==> config.mk <==
export PLATFORM = sky130hd
export DESIGN_NAME = nmi_legacy_unit
export DESIGN_NICKNAME = d
export VERILOG_FILES = /design/src/rtl/nmi_pkg.sv /design/src/rtl/nmi_sync_bank.sv /design/src/rtl/nmi_status_core.sv /design/src/rtl/nmi_host_regs.sv /design/src/rtl/nmi_legacy_unit.sv
export SDC_FILE = /design/constraint.sdc
export NUM_CORES = 1
export LEC_CHECK = 0
export BUFFER_PORTS_ARGS = -buffer_cell sky130_fd_sc_hd__buf_2
export CAP_MARGIN = 30
export CORE_MARGIN = 2
export CORE_UTILIZATION = 45
export CTS_BUF_LIST = sky130_fd_sc_hd__clkbuf_2 sky130_fd_sc_hd__clkbuf_4 sky130_fd_sc_hd__clkbuf_8
export CTS_CLUSTER_SIZE = 16
export DETAILED_ROUTE_END_ITERATION = 7
export PLACE_DENSITY = 0.85
export SLEW_MARGIN = 10
export SYNTH_ARGS = -nofsm -noshare
export SYNTH_HDL_FRONTEND = slang
export SYNTH_SLANG_ARGS = --single-unit
==> constraint.sdc <==
create_clock -name clk -period 1.45 [get_ports clk]
set_input_delay 0.3625 -clock clk [delete_from_list [all_inputs] [get_ports clk]]
set_output_delay 0.3625 -clock clk [all_outputs]
set_load 0.01 [all_outputs]
==> src/rtl/nmi_pkg.sv <==
package nmi_pkg;
  localparam int unsigned AW = 8;
  localparam int unsigned DW = 8;
  localparam int unsigned IDX_W = 6;

  typedef struct packed {
    logic dis_chk;
    logic dis_par;
    logic spk;
    logic gate;
  } ctrl_t;

  localparam ctrl_t CTRL_RST = '{dis_chk: 1'b0, dis_par: 1'b0, spk: 1'b0, gate: 1'b0};
endpackage

==> src/rtl/nmi_sync_bank.sv <==
module nmi_sync_bank #(
  parameter int unsigned W = 5,
  parameter logic [W-1:0] RST_VAL = '0
) (
  input  logic         clk,
  input  logic         rst_n,
  input  logic [W-1:0] din,
  output logic [W-1:0] dout
);
  for (genvar i = 0; i < W; i++) begin : g_bit
    logic meta_q, sync_q;
    always_ff @(posedge clk or negedge rst_n) begin
      if (!rst_n) begin
        meta_q <= RST_VAL[i];
        sync_q <= RST_VAL[i];
      end else begin
        meta_q <= din[i];
        sync_q <= meta_q;
      end
    end
    assign dout[i] = sync_q;
  end
endmodule

==> src/rtl/nmi_status_core.sv <==
module nmi_status_core (
  input  logic clk,
  input  logic rst_n,
  input  logic par_evt,
  input  logic chk_lvl,
  input  logic rfsh_lvl,
  input  logic dis_par,
  input  logic dis_chk,
  output logic par_st,
  output logic chk_st,
  output logic rfsh_tgl
);
  logic par_d, chk_d, tgl_d, rfsh_prev_q, rfsh_rise;

  assign rfsh_rise = rfsh_lvl & ~rfsh_prev_q;

  always_comb begin
    par_d = dis_par ? 1'b0 : (par_st | par_evt);
    chk_d = dis_chk ? 1'b0 : chk_lvl;
    tgl_d = rfsh_rise ? ~rfsh_tgl : rfsh_tgl;
  end

  always_ff @(posedge clk or negedge rst_n) begin
    if (!rst_n) begin
      par_st      <= 1'b0;
      chk_st      <= 1'b0;
      rfsh_tgl    <= 1'b0;
      rfsh_prev_q <= 1'b0;
    end else begin
      par_st      <= par_d;
      chk_st      <= chk_d;
      rfsh_tgl    <= tgl_d;
      rfsh_prev_q <= rfsh_lvl;
    end
  end
endmodule

==> src/rtl/nmi_host_regs.sv <==
module nmi_host_regs
  import nmi_pkg::*;
#(
  parameter logic [AW-1:0] CTRL_ADDR = 8'h61,
  parameter logic [AW-1:0] MASK_ADDR = 8'h70
) (
  input  logic             clk,
  input  logic             rst_n,
  input  logic [AW-1:0]    io_addr,
  input  logic             io_wr,
  input  logic [DW-1:0]    io_wdata,
  input  logic             par_st,
  input  logic             chk_st,
  input  logic             rfsh_tgl,
  input  logic             ctr2_s,
  output ctrl_t            ctrl_q,
  output logic             mask_q,
  output logic [IDX_W-1:0] idx_q,
  output logic [DW-1:0]    io_rdata
);
  logic             ctrl_en, mask_en;
  ctrl_t            ctrl_d;
  logic             mask_d, spare_q, spare_d;
  logic [IDX_W-1:0] idx_d;

  assign ctrl_en = io_wr && (io_addr == CTRL_ADDR);
  assign mask_en = io_wr && (io_addr == MASK_ADDR);

  always_comb begin
    ctrl_d  = ctrl_q;
    mask_d  = mask_q;
    spare_d = spare_q;
    idx_d   = idx_q;
    if (ctrl_en) ctrl_d = ctrl_t'(io_wdata[3:0]);
    if (mask_en) begin
      mask_d  = io_wdata[7];
      spare_d = io_wdata[6];
      idx_d   = io_wdata[IDX_W-1:0];
    end
  end

  always_ff @(posedge clk or negedge rst_n) begin
    if (!rst_n) begin
      ctrl_q  <= CTRL_RST;
      mask_q  <= 1'b1;
      spare_q <= 1'b0;
      idx_q   <= '0;
    end else begin
      ctrl_q  <= ctrl_d;
      mask_q  <= mask_d;
      spare_q <= spare_d;
      idx_q   <= idx_d;
    end
  end

  always_comb begin
    io_rdata = '0;
    if (io_addr == CTRL_ADDR)
      io_rdata = {par_st, chk_st, ctr2_s, rfsh_tgl, ctrl_q};
    else if (io_addr == MASK_ADDR)
      io_rdata = {mask_q, spare_q, idx_q};
  end
endmodule

==> src/rtl/nmi_legacy_unit.sv <==
module nmi_legacy_unit
  import nmi_pkg::*;
#(
  parameter logic [AW-1:0] CTRL_ADDR = 8'h61,
  parameter logic [AW-1:0] MASK_ADDR = 8'h70
) (
  input  logic             clk,
  input  logic             rst_n,
  input  logic [AW-1:0]    io_addr,
  input  logic             io_wr,
  input  logic [DW-1:0]    io_wdata,
  output logic [DW-1:0]    io_rdata,
  input  logic             perr_n,
  input  logic             serr_n,
  input  logic             iochk_n,
  input  logic             rfsh_req,
  input  logic             ctr2_out,
  output logic             spk_data,
  output logic             ctr2_gate,
  output logic [IDX_W-1:0] rtc_idx,
  output logic             nmi
);
  localparam int unsigned NSYNC = 5;
  localparam logic [NSYNC-1:0] SYNC_RST = 5'b11100;

  logic             rst_m_q, srst_n;
  logic [NSYNC-1:0] async_in, sync_out;
  logic             perr_s_n, serr_s_n, chk_s_n, rfsh_s, ctr2_s;
  logic             par_st, chk_st, rfsh_tgl, mask_q;
  ctrl_t            ctrl_q;

  always_ff @(posedge clk or negedge rst_n) begin
    if (!rst_n) begin
      rst_m_q <= 1'b0;
      srst_n  <= 1'b0;
    end else begin
      rst_m_q <= 1'b1;
      srst_n  <= rst_m_q;
    end
  end

  assign async_in = {perr_n, serr_n, iochk_n, rfsh_req, ctr2_out};

  nmi_sync_bank #(.W(NSYNC), .RST_VAL(SYNC_RST)) u_sync (
    .clk(clk), .rst_n(srst_n), .din(async_in), .dout(sync_out)
  );

  assign {perr_s_n, serr_s_n, chk_s_n, rfsh_s, ctr2_s} = sync_out;

  nmi_status_core u_core (
    .clk(clk), .rst_n(srst_n),
    .par_evt(~perr_s_n | ~serr_s_n), .chk_lvl(~chk_s_n), .rfsh_lvl(rfsh_s),
    .dis_par(ctrl_q.dis_par), .dis_chk(ctrl_q.dis_chk),
    .par_st(par_st), .chk_st(chk_st), .rfsh_tgl(rfsh_tgl)
  );

  nmi_host_regs #(.CTRL_ADDR(CTRL_ADDR), .MASK_ADDR(MASK_ADDR)) u_regs (
    .clk(clk), .rst_n(srst_n), .io_addr(io_addr), .io_wr(io_wr), .io_wdata(io_wdata),
    .par_st(par_st), .chk_st(chk_st), .rfsh_tgl(rfsh_tgl), .ctr2_s(ctr2_s),
    .ctrl_q(ctrl_q), .mask_q(mask_q), .idx_q(rtc_idx), .io_rdata(io_rdata)
  );

  assign spk_data  = ctrl_q.spk;
  assign ctr2_gate = ctrl_q.gate;
  assign nmi       = (par_st | chk_st) & ~mask_q;
endmodule

==> flow_metrics.py <==
metrics = {
    "sta": {
        "finalMaxSlewViolations": 0,
        "final-hold-violation-count": 0,
        "fin_crit_sh": 1.20,
        "worst_slack_ns": -0.294,
        "fin_skew_ns": 0.00207,
        "max_freq_mhz": 573,
        "rsz0062_at_grt": "yes",
        "setup_viol": 8,
        "period_needed_ns": 1.74,
    },
    "die": {
        "core_region_area_mm2": 0.00223,
        "die_x_um": 52.9,
        "io_pins": 41,
        "die_y_um": 52.9,
        "start_util": 0.481,
        "dieArea_mm2": 0.00280,
        "rows": 17,
    },
    "logic_synthesis": {
        "synth_most_common_cell": "dfrtp_1",
        "yosysWarningCount": 0,
        "ys.flop_type": "dfrtp_1",
        "synthCells": 73,
        "syn_nets": 97,
        "synthArstFlopShare": 1.00,
        "synth.cell_area_mm2": 0.00107,
        "syn_avg_cell_area_um2": 14.7,
        "ys_seq_elements": 28,
        "synth_area_leaders": "dfrtp_1, dfstp_2, mux2_2",
        "seq_area_frac_synth": 0.660,
        "yosysUniqueCellTypes": 17,
        "yosysTopAreaCellShare": 0.489,
        "synth_edf_count": 0,
        "synth_top_area_cell": "dfrtp_1",
        "ys_top_cells_by_count": "dfrtp_1, mux2_2, nor2_1",
    },
    "clock_tree": {
        "cts.sinks": 28,
        "clock_latency_ns": 0.32,
        "cts_buffers": 3,
        "root_buffer": "clkbuf_4",
        "htreeDepth": 1,
        "clk_path_buf_depth": 2,
        "cts_tree": "yes",
        "clk_pin_slew_ns": 0.14,
    },
    "power": {
        "peakVddDrop_uv": 704,
        "leakage_nw": 0.716,
        "power_mw": 1.39,
        "p_per_area_mw_per_mm2": 903,
    },
    "critical_path": {
        "cp-end-kind": "output pin",
        "cp_max_fo": 8,
        "crit_type": "in -> out",
        "cp-start-kind": "input port",
        "worstPathRequired_ns": 1.09,
        "worstPathArrival_ns": 1.38,
    },
    "detailed_routing": {
        "drt_wl_total_um": 2190,
        "postRouteAntennaNets": 0,
        "post_drt_via_cell_ratio": 5.22,
        "num_vias": 778,
        "drt_iter0_markers": 8,
        "dr.pass1.iters": 4,
        "wire_per_inst_um": 14.7,
        "drc": 0,
    },
    "final_layout": {
        "layout.area.seq_um2": 709,
        "n_antenna_cell": 0,
        "area_delta_synth_final_pct": 43.2,
        "multiInputGateArea_um2": 412,
        "finalNetCount": 146,
        "drive_gt1_frac": 0.686,
        "nFillCells": 158,
        "final_util": 0.689,
    },
    "global_routing": {
        "grt_first_pass_wirelength_um": 3540,
        "gr-total-overflow": 0,
        "antenna_found_initial": 0,
        "grt_max_degree": 19,
        "grt_pass1_vias": 790,
        "grtUsageTotal": 0.181,
    },
    "hold_path": {
        "hold_path_class": "in -> reg",
    },
    "run_status": {
        "status": "finished, violations left",
        "violations": "setup timing",
    },
    "place": {
        "place_hpwl_um": 1600,
        "place.gp.congestion": 0.732,
        "io_buffer_count": 40,
    },
    "run": {
        "max-cap-violations": 0,
    },
}
==> metal layers <==
layer	vias to the layer above	share of wire	GRT usage
met4	0	0.013	0.0769
met2	34	0.52	0.319
met1	384	0.39	0.214
met3	5	0.073	0.0339
met5	-	0	0
li1	355	-	-
==> worst max-delay path: stages <==
cell    delay [ns]
buf_6         0.09
or4b_4        0.54
buf_12        0.17
nor2_4        0.11
buf_6         0.10
==> sequential cells by signal (all words and copies together), names as in the netlist <==
register / count
u_core.chk_st: 1
srst_n: 1
u_regs.mask_q: 1
u_sync.g_bit.meta_q: 5
u_core.rfsh_tgl: 1
u_sync.g_bit.sync_q: 5
u_core.par_st: 1
u_regs.ctrl_q: 4
u_regs.spare_q: 1
u_regs.idx_q: 6
u_core.rfsh_prev_q: 1
rst_m_q: 1
==> report_power, final <==
group          internal (mW)  switching, mW  leakage (nW)
registers              0.840         0.0344         0.339
logic                 0.0842         0.0651         0.356
clock network          0.154          0.212        0.0210
==> cell usage in the layout, fill, tap and decap left out, drive strengths merged <==
cell type	count
and4bb	2
clkbuf	4
nand2b	1
buf	46
mux2	12
dlygate4sd3	1
or4b	1
xnor2	1
dfrtp	21
nor2	11
inv	1
dfstp	7
nand3	2
a31oi	1
a22oi	8
conb	1
nor4b	1
==> worst paths after layout <==
| kind | cells past startpoint | startpoint | to | slack [ns] |
|---|---|---|---|---|
| hold / removal | 1 | serr_n | u_sync.g_bit[3].meta_q | 0.12 |
| hold reg to reg | 0 | srst_n | u_regs.idx_q[3] | 0.17 |
| min in group asynchronous | 0 | srst_n | u_regs.idx_q[3] | 0.17 |
| max in group asynchronous | 1 | srst_n | u_regs.mask_q | 0.79 |
| setup reg to reg | 1 | u_regs.idx_q[2] | u_regs.idx_q[2] | 0.65 |
| setup / recovery | 5 | io_addr[7] | io_rdata[1] | -0.29 |
==> cell type report <==
cell class              count  area share
repair buffers             47       0.223
multi-input cells          41       0.267
flip-flops and latches     28       0.461
well taps                  28      0.0228
clock buffers               4      0.0236
inverters                   1     0.00244
==> repair_timing <==
item,CTS,global route
pin swaps,0,2
resized for setup,14,1
buffers inserted,0,1
endpoints found under the hold margin,2,0
hold buffers,1,0
endpoints found under the setup margin,8,9
==> cells by family after synthesis <==
family,Yosys count,synth area share
AO/OA/AOI/OAI,9,0.0617
XOR/XNOR,1,0.00815
other,1,0.00349
multiplexers,12,0.126
buffers and inverters,4,0.0209
flip-flops,28,0.660
AND/OR/NAND/NOR,18,0.120
==> stage by stage <==
stage	instances	worst slack, ns	hold slack, ns	TNS (ns)	area, um^2
6_report	149	-0.294	0.117	-2.17	1540
5_1_grt	149	-0.320	0.0905	-2.40	1540
4_1_cts	148	-0.276	0.105	-2.15	1530
3_5_place_dp	143	-0.345	0.150	-4.73	1400
3_3_place_gp	143	-0.325	0.148	-4.01	1400
2_1_floorplan	73	-0.107	0.0669	-0.858	1140
(Power assumes the default switching activity.)
